`src/rtl/dual_wave_pkg.sv`:
```
package dual_wave_pkg;

  typedef enum logic [1:0] {
    MODE_SPLIT    = 2'd0,
    MODE_PWM      = 2'd1,
    MODE_WIDE     = 2'd2,
    MODE_WIDE_PWM = 2'd3
  } wave_mode_e;

  // Strobes from control to datapath, one set per half.
  typedef struct packed {
    logic incLo;
    logic clrLo;
    logic incHi;
    logic clrHi;
    logic togLo;
    logic togHi;
    logic shLo;
    logic shHi;
    logic irqLo;
    logic irqHi;
    logic pwmLo;
    logic pwmHi;
  } wave_strobe_t;

endpackage

```
`src/rtl/dual_wave_ctrl.sv`:
```
module dual_wave_ctrl
  import dual_wave_pkg::*;
#(
  parameter int HALF_W = 8
) (
  input  logic [1:0]        mode,
  input  logic              extSel,
  input  logic              extEvent,
  input  logic              preWrapLo,
  input  logic              preWrapHi,
  input  logic [HALF_W-1:0] cntLo,
  input  logic [HALF_W-1:0] cntHi,
  input  logic [HALF_W-1:0] matchLo,
  input  logic [HALF_W-1:0] matchHi,
  output wave_strobe_t      strb
);

  localparam logic [HALF_W-1:0] LAST = {HALF_W{1'b1}};

  wave_mode_e modeE;
  logic       stepHiSplit;
  logic       step16;
  logic       fullMatch;

  assign modeE       = wave_mode_e'(mode);
  assign stepHiSplit = extSel ? extEvent : preWrapHi;
  assign fullMatch   = ({cntHi, cntLo} == {matchHi, matchLo});
  assign step16      = (modeE == MODE_WIDE && extSel) ? extEvent : preWrapLo;

  always_comb begin
    strb = '0;
    case (modeE)
      MODE_SPLIT: begin
        if (preWrapLo) begin
          if (cntLo == matchLo) begin
            strb.clrLo = 1'b1;
            strb.togLo = 1'b1;
            strb.irqLo = 1'b1;
          end else begin
            strb.incLo = 1'b1;
          end
        end
        if (stepHiSplit) begin
          if (cntHi == matchHi) begin
            strb.clrHi = 1'b1;
            strb.togHi = 1'b1;
            strb.irqHi = 1'b1;
          end else begin
            strb.incHi = 1'b1;
          end
        end
      end
      MODE_PWM: begin
        strb.pwmLo = 1'b1;
        strb.pwmHi = 1'b1;
        if (preWrapLo) begin
          strb.incLo = 1'b1;
          if (cntLo == LAST) begin
            strb.shLo  = 1'b1;
            strb.irqLo = 1'b1;
          end
        end
        if (preWrapHi) begin
          strb.incHi = 1'b1;
          if (cntHi == LAST) begin
            strb.shHi  = 1'b1;
            strb.irqHi = 1'b1;
          end
        end
      end
      default: begin
        strb.pwmLo = (modeE == MODE_WIDE_PWM);
        if (step16) begin
          if (fullMatch) begin
            strb.clrLo = 1'b1;
            strb.clrHi = 1'b1;
            strb.togHi = 1'b1;
            strb.irqHi = 1'b1;
          end else begin
            strb.incLo = 1'b1;
            strb.incHi = (cntLo == LAST);
          end
          if (modeE == MODE_WIDE) begin
            if (cntLo == matchLo) begin
              strb.togLo = 1'b1;
              strb.irqLo = 1'b1;
            end
          end else if (fullMatch || cntLo == LAST) begin
            strb.shLo  = 1'b1;
            strb.irqLo = 1'b1;
          end
        end
      end
    endcase
  end

endmodule

```
`src/rtl/dual_wave_datapath.sv`:
```
module dual_wave_datapath
  import dual_wave_pkg::*;
#(
  parameter int HALF_W = 8,
  parameter int PRE_W  = 8
) (
  input  logic              clk,
  input  logic              rstN,
  input  logic              tick,
  input  logic [PRE_W-1:0]  preLo,
  input  logic [PRE_W-1:0]  preHi,
  input  logic [HALF_W-1:0] cmpLo,
  input  logic [HALF_W-1:0] cmpHi,
  input  wave_strobe_t      strb,
  output logic              preWrapLo,
  output logic              preWrapHi,
  output logic [HALF_W-1:0] cntLo,
  output logic [HALF_W-1:0] cntHi,
  output logic              outLo,
  output logic              outHi,
  output logic              irqLo,
  output logic              irqHi
);

  localparam int HALVES = 2;

  logic [HALVES-1:0][PRE_W-1:0]  preSet;
  logic [HALVES-1:0][HALF_W-1:0] cmpIn;
  logic [HALVES-1:0][PRE_W-1:0]  preCnt;
  logic [HALVES-1:0][HALF_W-1:0] cnt;
  logic [HALVES-1:0][HALF_W-1:0] shadow;
  logic [HALVES-1:0]             togFf, irqFf, preWrap, waveOut;
  logic [HALVES-1:0]             incV, clrV, togV, shV, irqV, pwmV;

  assign preSet = {preHi, preLo};
  assign cmpIn  = {cmpHi, cmpLo};
  assign incV   = {strb.incHi, strb.incLo};
  assign clrV   = {strb.clrHi, strb.clrLo};
  assign togV   = {strb.togHi, strb.togLo};
  assign shV    = {strb.shHi,  strb.shLo};
  assign irqV   = {strb.irqHi, strb.irqLo};
  assign pwmV   = {strb.pwmHi, strb.pwmLo};

  for (genvar g = 0; g < HALVES; g++) begin : g_half
    assign preWrap[g] = tick && (preCnt[g] == preSet[g]);

    always_ff @(posedge clk or negedge rstN) begin
      if (!rstN) begin
        preCnt[g] <= '0;
        cnt[g]    <= '0;
        shadow[g] <= '0;
        togFf[g]  <= 1'b0;
        irqFf[g]  <= 1'b0;
      end else begin
        if (tick) preCnt[g] <= preWrap[g] ? '0 : preCnt[g] + 1'b1;
        if (clrV[g])      cnt[g] <= '0;
        else if (incV[g]) cnt[g] <= cnt[g] + 1'b1;
        if (shV[g])  shadow[g] <= cmpIn[g];
        if (togV[g]) togFf[g]  <= ~togFf[g];
        irqFf[g] <= irqV[g];
      end
    end

    assign waveOut[g] = pwmV[g] ? (cnt[g] < shadow[g]) : togFf[g];


    reload_zero_chk: assert property (@(posedge clk) disable iff (!rstN)
      clrV[g] |=> (cnt[g] == '0));

    toggle_flip_chk: assert property (@(posedge clk) disable iff (!rstN)
      togV[g] |=> (togFf[g] != $past(togFf[g])));

    shadow_hold_chk: assert property (@(posedge clk) disable iff (!rstN)
      !shV[g] |=> $stable(shadow[g]));

    zero_cmp_low_chk: assert property (@(posedge clk) disable iff (!rstN)
      (pwmV[g] && shadow[g] == '0) |-> !waveOut[g]);

    prescale_idle_chk: assert property (@(posedge clk) disable iff (!rstN)
      !tick |=> $stable(preCnt[g]));
  end

  assign preWrapLo = preWrap[0];
  assign preWrapHi = preWrap[1];
  assign cntLo     = cnt[0];
  assign cntHi     = cnt[1];
  assign outLo     = waveOut[0];
  assign outHi     = waveOut[1];
  assign irqLo     = irqFf[0];
  assign irqHi     = irqFf[1];

endmodule

```
`src/rtl/dual_wave_timer.sv`:
```
module dual_wave_timer
  import dual_wave_pkg::*;
#(
  parameter int HALF_W = 8,
  parameter int PRE_W  = 8
) (
  input  logic              clk,
  input  logic              rstN,
  input  logic              tick,
  input  logic              extEvent,
  input  logic              extSel,
  input  logic [1:0]        mode,
  input  logic [PRE_W-1:0]  preLo,
  input  logic [PRE_W-1:0]  preHi,
  input  logic [HALF_W-1:0] matchLo,
  input  logic [HALF_W-1:0] matchHi,
  input  logic [HALF_W-1:0] cmpLo,
  input  logic [HALF_W-1:0] cmpHi,
  output logic              outLo,
  output logic              outHi,
  output logic              irqLo,
  output logic              irqHi
);

  wave_strobe_t      strb;
  logic              preWrapLo, preWrapHi;
  logic [HALF_W-1:0] cntLo, cntHi;

  dual_wave_ctrl #(.HALF_W(HALF_W)) u_ctrl (
    .mode(mode), .extSel(extSel), .extEvent(extEvent),
    .preWrapLo(preWrapLo), .preWrapHi(preWrapHi),
    .cntLo(cntLo), .cntHi(cntHi),
    .matchLo(matchLo), .matchHi(matchHi),
    .strb(strb)
  );

  dual_wave_datapath #(.HALF_W(HALF_W), .PRE_W(PRE_W)) u_dp (
    .clk(clk), .rstN(rstN), .tick(tick),
    .preLo(preLo), .preHi(preHi), .cmpLo(cmpLo), .cmpHi(cmpHi),
    .strb(strb),
    .preWrapLo(preWrapLo), .preWrapHi(preWrapHi),
    .cntLo(cntLo), .cntHi(cntHi),
    .outLo(outLo), .outHi(outHi), .irqLo(irqLo), .irqHi(irqHi)
  );

endmodule

```
`config.mk`:
```
export PLATFORM = sky130hd
export DESIGN_NAME = dual_wave_timer
export DESIGN_NICKNAME = d
export VERILOG_FILES = /design/src/rtl/dual_wave_pkg.sv /design/src/rtl/dual_wave_ctrl.sv /design/src/rtl/dual_wave_datapath.sv /design/src/rtl/dual_wave_timer.sv
export SDC_FILE = /design/constraint.sdc
export NUM_CORES = 1
export LEC_CHECK = 0
export CAP_MARGIN = 5
export CORE_ASPECT_RATIO = 0.9
export CORE_UTILIZATION = 48
export DETAILED_ROUTE_END_ITERATION = 12
export HOLD_SLACK_MARGIN = 0.06
export PLACE_DENSITY = 0.77
export SLEW_MARGIN = 20
export SYNTH_ARGS = -nofsm -noshare
export SYNTH_HDL_FRONTEND = slang
export SYNTH_HIERARCHICAL = 1
export SYNTH_SLANG_ARGS = --single-unit
export TNS_END_PERCENT = 50
```
`constraint.sdc`:
```
create_clock -name clk -period 2.4 [get_ports clk]
set_input_delay 0.48 -clock clk [delete_from_list [all_inputs] [get_ports clk]]
set_output_delay 0.48 -clock clk [all_outputs]
set_load 0.01 [all_outputs]
```
Word level (Yosys, flattened, before mapping)
Index checks and enable logic that the tools add are counted.
Storage, ports and cells
  register bits: 52
  input port bits: 55
  output and inout bits: 4
  word-level logic and storage cells: 77
Cells by class
  add/sub/neg operators: 4
  magnitude comparators: 2
  eq/ne operators: 10
  muxes and demuxes: 42
  bitwise operators: 2
  reductions and logical operators: 7
Operators with widths (count)
  $mux 8: 6
  $add 8x1->8 const B: 4
  $eq 8x8->1: 4
  $mux 1: 25
  $eq 16x16->1: 1
  $eq 8x8->1 const B: 2
  $lt 8x8->1: 2
  $pmux 1 s2: 5
  $mux 7: 1
  $mux 2: 3
  $pmux 3 s2: 1
  $eq 2x2->1 const B: 2
  $pmux 2 s2: 1
  $reduce_bool 2->1: 2
  $logic_and 1x1->1: 3
  $eq 2x1->1 const B: 1
  $logic_not 2->1: 1
  $not 1->1: 2
  $logic_or 1x1->1: 1

Longest topological paths before layout
Gate-level depths: netlist of run 1.
  word-level depth: 8
  mapped depth: 13
  mapped depth without buffers: 11

Cells and area by module
The synthesis of run 1 kept the hierarchy.
Modules (own cells, without submodules)
  dual_wave_datapath: instances 1, cells each 283, area an instance 2807.7 sq um, seq. area each 1301.2 sq um
  dual_wave_ctrl: instances 1, cells each 59, area an instance 451.7 sq um, seq. area each 0.0 sq um

Worst setup path after synthesis of run 1
OpenSTA, ideal clock, no wires.
  kind: input -> register
  from: input port preLo[7]
  to: register u_dp.cnt, in the netlist u_dp/cntHi[7]
  library setup time: 0.077 ns
  arrival: 2.496 ns
  data required time: 2.323 ns
  slack: -0.173 ns
  stages: 12
  path buffers: 2
  cells stage by stage: xnor2_1 > nand3_1 > nor3_4 > mux2i_1 > nor2b_1 > a31oi_1 > nor2_1 > buf_4 > buf_6 > o2111ai_4 > or3_1 > a21oi_1
RTL lines
  from (decl): RTL line dual_wave_timer.sv:13  | input logic [PRE_W-1:0] preLo,
  to (signal, indexed assignment): RTL line dual_wave_datapath.sv:57  | else if (incV[g]) cnt[g] <= cnt[g] + 1'b1;
  to (decl): RTL line dual_wave_datapath.sv:30  | logic [HALVES-1:0][HALF_W-1:0] cnt;

Worst setup path after layout of run 1
  from: register u_dp.cnt, in the netlist u_dp/cntLo[4]
  to: output port outLo
On the way
  longest elaborated chain between the ends: 2
RTL lines
  $lt 8x8->1: RTL line dual_wave_datapath.sv:64  | assign waveOut[g] = pwmV[g] ? (cnt[g] < shadow[g]) : togFf[g];
  $mux 1: RTL line dual_wave_datapath.sv:64
  to (decl): RTL line dual_wave_timer.sv:19  | output logic outLo,
No other way between the ends.

==> results of run 1 <==
## worst reg2reg max path, cell delays in order (launching register included)
cell and delay, ns:
dfrtp_1 0.40, xnor2_1 0.16, nand4_1 0.17, nor3_4 0.26, mux2i_2 0.12, nand2b_4 0.16
o22a_1 0.24, nor2_4 0.13, o2111ai_4 0.14, or3_1 0.38, a21oi_2 0.14
## synth_stat cells, types with 2 or more instances
cell type  instances
nor3_1             4
a21o_1             2
xnor2_1           23
buf_4              3
nor3_2             2
nand2b_1           7
dfrtp_1           52
o21ai_1            3
ha_1              18
inv_1             19
a21oi_1           16
mux2i_1            7
nand2_2            2
xor2_1            31
nand4_1           16
clkbuf_1           4
nor4_4             2
nand2_1           31
nor2_1            30
or3_1              4
and3_1             9
o2111ai_4          2
mux2_2             2
o22ai_1            4
o21ai_0           21
nor4_2             2
nor2b_1            4
buf_6              2
nor3b_1            2
buf_2              2
nand3_1            3
and2_1             2
## layer usage
metal / vias up / share of wire [%]
met2: 61 / 48
met1: 1336 / 47
met3: 8 / 4.1
li1: 1398 / -
met5: - / 0
met4: 0 / 1.1
## state kept, by name, summed over array words and instances (netlist names)
| register | count |
|---|---|
| u_dp/cntHi | 8 |
| u_dp/shadow | 16 |
| u_dp/togFf | 2 |
| u_dp/preCnt | 16 |
| u_dp/irqLo | 1 |
| u_dp/cntLo | 8 |
| u_dp/irqHi | 1 |
## through the flow
step	utilization [%]	area [sq um]	power [mW]
after CTS	67.5	4440	2.85
after detailed placement	65.5	4310	2.32
final	69.2	4560	2.85
after global routing	69.2	4560	3.03
after global placement	65.5	4310	2.27
after floorplan	-	3330	1.85
## what timing repair did
action                                  4_1_cts  5_1_grt
resized for setup                            33       18
buffers inserted                              5        7
cloned                                        0        0
pin swaps                                    23       14
endpoints found under the setup margin       23       17
## kinds of logic after synthesis
group | after synthesis | synth area share [%]
simple gates | 123 | 20.6
flops | 52 | 39.9
mux | 9 | 2.84
fa+ha+maj | 18 | 6.91
buf+inv | 30 | 4.34
compound gates | 56 | 10.9
xor+xnor | 54 | 14.5
## layout make-up
cell class	instances	area, sq um
clock buffers	8	90.1
multi-input cells	260	1950
fillers	518	2030
inverters	19	71.3
well taps	90	113
flip-flops and latches	52	1310
repair buffers	119	1030
## how the worst max path moves through the flow
stage / depth (start not counted) / slack (ns) / start / end
2_1_floorplan: 12 / -0.15 / preLo[4] / u_dp/cntHi[5]
5_1_grt: 12 / -0.07 / u_dp/preCnt[8] / u_dp/cntHi[5]
4_1_cts: 10 / 0.003 / tick / u_dp/cntLo[5]
6_report: 6 / 0.01 / u_dp/cntLo[4] / outLo
3_5_place_dp: 11 / -0.56 / preLo[5] / u_dp/cntLo[5]
3_3_place_gp: 13 / -0.46 / preHi[4] / u_dp/cntHi[5]
## power by group
group	internal, mW	switching (mW)
Sequential	1.04	0.171
Clock	0.236	0.274
Combinational	0.600	0.532
==> flow_summary.toml, run 1 <==
[placement]
place_ws_ns = -0.556
port_buffers = 58
dp.cells = 528
dpl.hpwl_um = 5390
globalplace.congestion = 0.844

[sta]
holdWs_ns = 0.287
worst_pin_slew_ns = 0.656
timing.final.hold_violations = 0
fin_tns_setup_ns = 0
finalSetupViolations = 0
maxSlewHeadroom_pct = 56.3
skew_ns = 0.00568
rsz0062_at_grt = "yes"
fin_crit_ns = 2.39
slew_violations = 0
layout_setup_ws_ns = 0.0144
fmax_mhz = 419
min_period_over_period_pct = 99.4

[critical_path]
start_kind = "register"
endpoint_kind = "output pin"
crit_family = "flip-flops"
cp_cell_sequence = "ha_1 > nand2_1 > nor3_1 > a21oi_1 > a21o_1 > dlygate4sd2_1"
crit_fanout = 6
crit_required_ns = 1.92
r2r_slack_ns = 0.04
rr_worst_depth = 10
critPathKind = "register to output pin"
timing.rr.end = "u_dp/cntLo[5]"
cp.arrival_ns = 1.91
crit_buf_inv = 1
slowest_delay_ns = 0.48
r2r-start = "u_dp/preCnt[2]"
crit_slowest_cell = "dfrtp_1"

[floorplan]
start_util_pct = 49.5
die-area_sq_um = 7120
rows = 28
io_pins = 59
die_y_um = 80.2
die_w_um = 88.9
core_sq_um = 6590

[route]
drt-total-wl_um = 7470
ant_nets = 0
drc = 0
routedWlPerCell_um = 13.6
via_per_inst = 5.11
dr.first_iter.drc_count = 89
vias = 2803
dr.pass1.iters = 4

[logic_synthesis]
synth_edf_count = 0
synth_area_sq_um = 3260
yosysSeqAreaShare_pct = 39.9
syn_inst = 342
yosys-top-cells-area = "dfrtp_1 40%, xor2_1 8.3%, ha_1 6.9%"
async_flop_share_pct = 100
ys_types = 43
avgSynthCellArea_sq_um = 9.53
synth.top_cell.area_share_pct = 39.9
yosysTopAreaCell = "dfrtp_1"
ys.flop_type = "dfrtp_1"
syn_nets = 415
yosysWarnings = 6
ys_ff_latch = 52

[final_layout]
layout-drive-gt1-share_pct = 23.6
layout_common_cells = "57 x buf_4, 49 x dfrtp_1, 37 x clkdlybuf4s50_1, 30 x nand2_1, 30 x xor2_1"
fin_nets = 530
final_common_cell = "buf_4"
area_growth_pct = 39.9
fin_cells = 548
antennaDiodeCount = 0

[clock_network]
clkLatencyLatePin_ns = 0.30
cts_buffer_depth = 2
cts_num_sinks = 52
cts_made_buffers = 5
path_clk_slew_ns = 0.09
cts_tree = "yes"
cts_hold_buf = 0
ctsHtreeMaxLevel = 2
cts-root-buf = "clkbuf_8"

[grt]
track_usage_pct = 21.7
use_met1_pct = 28.0
top_usage_layer = "met2"
grt_max_degree = 53
grt_pass1_vias = 2679
gr-total-overflow = 0
met2_usage_pct = 36.8
grt_pass1_wl_um = 11900
grt_util_met3_pct = 3.60
antenna_found_initial = 0

[power]
peakVddDrop_mv = 0.258
power_density_nw_per_um2 = 625
leakage_nw = 2.16

[run_status]
status = "complete, no violations"

[run]
drv_cap = 0

[min_path]
hold_path_class = "primary input to async pin"
No activity file was read; power rests on OpenSTA's default activity.
==> run 2: changes to the inputs <==
--- a/config.mk
+++ b/config.mk
@@ -6,7 +6,7 @@
 export NUM_CORES = 1
 export LEC_CHECK = 0
 export CAP_MARGIN = 5
-export CORE_ASPECT_RATIO = 0.9
+export CORE_ASPECT_RATIO = 1.75
 export CORE_UTILIZATION = 48
 export DETAILED_ROUTE_END_ITERATION = 12
 export HOLD_SLACK_MARGIN = 0.06
==> run 2 against run 1 <==
The flow now finishes with violations (negative setup slack). Clock power is 33% higher. Flip-flop and latch count stayed put. Combinational power is 4% higher. Register-to-register slack worse by 0.04 ns. Wire length is 6.8% higher. Cell area is 0.63% higher. Non-clock buffer count is 7 lower. Sequential power hardly changed. Global-route usage is 0.94 points higher. Maximum frequency is 0.90% lower. Clock-buffer cell count is 2 lower.
==> flow_summary.toml, run 2 (same netlist as run 1, synthesis figures left out) <==
[final_layout]
fin_nets = 523
antennaDiodeCount = 0
final_cell_area_sq_um = 4590
top_regs = "u_dp/preCnt (16), u_dp/shadow (16)"
layout_common_cells = "50 x dfrtp_1, 46 x buf_4, 31 x nand2_1, 30 x xor2_1, 29 x clkdlybuf4s50_1"
final_common_cell = "dfrtp_1"
layout-drive-gt1-share_pct = 22.0
area_growth_pct = 40.8

[sta]
fmax_mhz = 415
finalSetupViolations = 1
skew_ns = 0.00595
worst_pin_slew_ns = 0.625
layout_setup_ws_ns = -0.00734
min_period_over_period_pct = 100
rsz0062_at_grt = "yes"
slew_violations = 0
holdWs_ns = 0.204
maxSlewHeadroom_pct = 58.3
fin_crit_ns = 2.41
timing.final.hold_violations = 0

[route]
drc = 0
via_per_inst = 5.39
routedWlPerCell_um = 15.0
drt-total-wl_um = 7980
dr.first_iter.drc_count = 125
dr.pass1.iters = 4
ant_nets = 0
vias = 2867

[power]
p_sw_mw = 1.03
leakage_nw = 2.23
combPwrFrac_pct = 38.6
seq_power_share_pct = 39.3
clkPwrFrac_pct = 22.1
swShare_pct = 33.8
finalPower_mw = 3.06
power_density_nw_per_um2 = 666
peakVddDrop_mv = 0.472
internal_power_mw = 2.02

[floorplan]
die-area_sq_um = 7140
core_sq_um = 6540
start_util_pct = 49.8
die_w_um = 64.3
rows = 39
io_pins = 59
die_y_um = 111

[critical_path]
r2r_slack_ns = 0
crit_path_end = "u_dp/cntLo[5]"
critPathLaunch = "matchLo[0]"
crit_fanout = 5
timing.rr.end = "u_dp/cntHi[7]"
r2r-start = "u_dp/preCnt[7]"
cp.arrival_ns = 2.62
crit_required_ns = 2.61
start_kind = "primary input"
endpoint_kind = "register"
critPathKind = "primary input to register"
rr_worst_depth = 10

[clock_network]
path_clk_slew_ns = 0.06
cts-root-buf = "clkbuf_16"
cts_num_sinks = 52
cts_tree = "yes"
cts_made_buffers = 5
cts_buffer_depth = 2
ctsHtreeMaxLevel = 2
clkLatencyLatePin_ns = 0.29

[grt]
gr-total-overflow = 0
antenna_found_initial = 0
grt_pass1_vias = 2849
grt_max_degree = 28
track_usage_pct = 22.6
grt_pass1_wl_um = 12600

[min_path]
hold_path_class = "primary input to async pin"

[run]
drv_cap = 0

[run_status]
status = "finished, violations left"
violations = "negative setup slack"

[placement]
dpl.hpwl_um = 5780
port_buffers = 58
placed_area_sq_um = 4300
globalplace.congestion = 0.838
[run 2: changes by cell type in the layout (fill, tap and decap cells not counted), moves of 3 or more]
cell | before | now
clkbuf_16 | 0 | 5
clkdlybuf4s15_1 | 2 | 5
a21oi_2 | 3 | 0
dlymetal6s2s_1 | 2 | 9
clkdlybuf4s50_1 | 37 | 29
buf_4 | 57 | 46
a21oi_1 | 13 | 16
clkbuf_8 | 6 | 0
dlygate4sd2_1 | 15 | 12
buf_6 | 4 | 7
[run 2: worst min-delay path by stage]
stage / startpoint / end / slack (ns)
after floorplan: rstN / u_dp/cntHi[0] / 0.18
after global placement: u_dp/togFf[1] / u_dp/togFf[1] / 0.46
after detailed placement: u_dp/togFf[0] / u_dp/togFf[0] / 0.46
after CTS: rstN / u_dp/shadow[5] / 0.22
after global routing: rstN / u_dp/shadow[8] / 0.24
final: rstN / u_dp/shadow[4] / 0.20
[run 2: cell type report]
type / count / area, sq um
flip-flops and latches: 52 / 1300
well taps: 82 / 103
multi-input cells: 260 / 1960
clock buffers: 6 / 129
clock inverters: 1 / 5.00
inverters: 19 / 71.3
fillers: 510 / 1950
repair buffers: 112 / 1020
[run 2: per-layer routing]
layer,track usage [%],share of wire [%]
met2,41.9,54
met4,9.78,3.1
met5,0,0
met1,24.1,38
met3,3.91,4.2
[run 2: through the flow]
stage / std cells / TNS (ns) / setup WS, ns / utilization, %
floorplan: 342 / -0.387 / -0.150 / -
global placement: 518 / -10.02 / -0.463 / 65.7
detailed placement: 518 / -11.16 / -0.537 / 65.7
CTS: 527 / -0.0000582 / -0.0000582 / 68.1
global route: 532 / -0.469 / -0.105 / 70.2
finish: 532 / -0.00734 / -0.00734 / 70.2
[run 2: power by group through the flow]
stage	Sequential (mW)	Combinational [mW]	Clock [mW]
after detailed placement	1.22	1.13	0
after global placement	1.21	1.09	0
final	1.20	1.18	0.676
after global routing	1.22	1.30	0.724
after floorplan	1.29	0.556	0
after CTS	1.21	1.14	0.692
[run 2: critical path: stages]
cell and delay, ns:
clkdlybuf4s50_1 0.41, xor2_1 0.17, nor4_4 0.38, nand2_2 0.16, buf_6 0.17, nor2_4 0.09, o22ai_2 0.11, o2111ai_4 0.26
buf_6 0.14, o21ai_0 0.08, a21oi_1 0.17
[run 2: timing repair]
item | 4_1_cts | 5_1_grt
gates cloned | 0 | 0
endpoints found under the setup margin | 23 | 19
pin swaps | 24 | 28
buffers inserted | 2 | 6
hold buffers | 0 | 0
resized for setup | 31 | 34
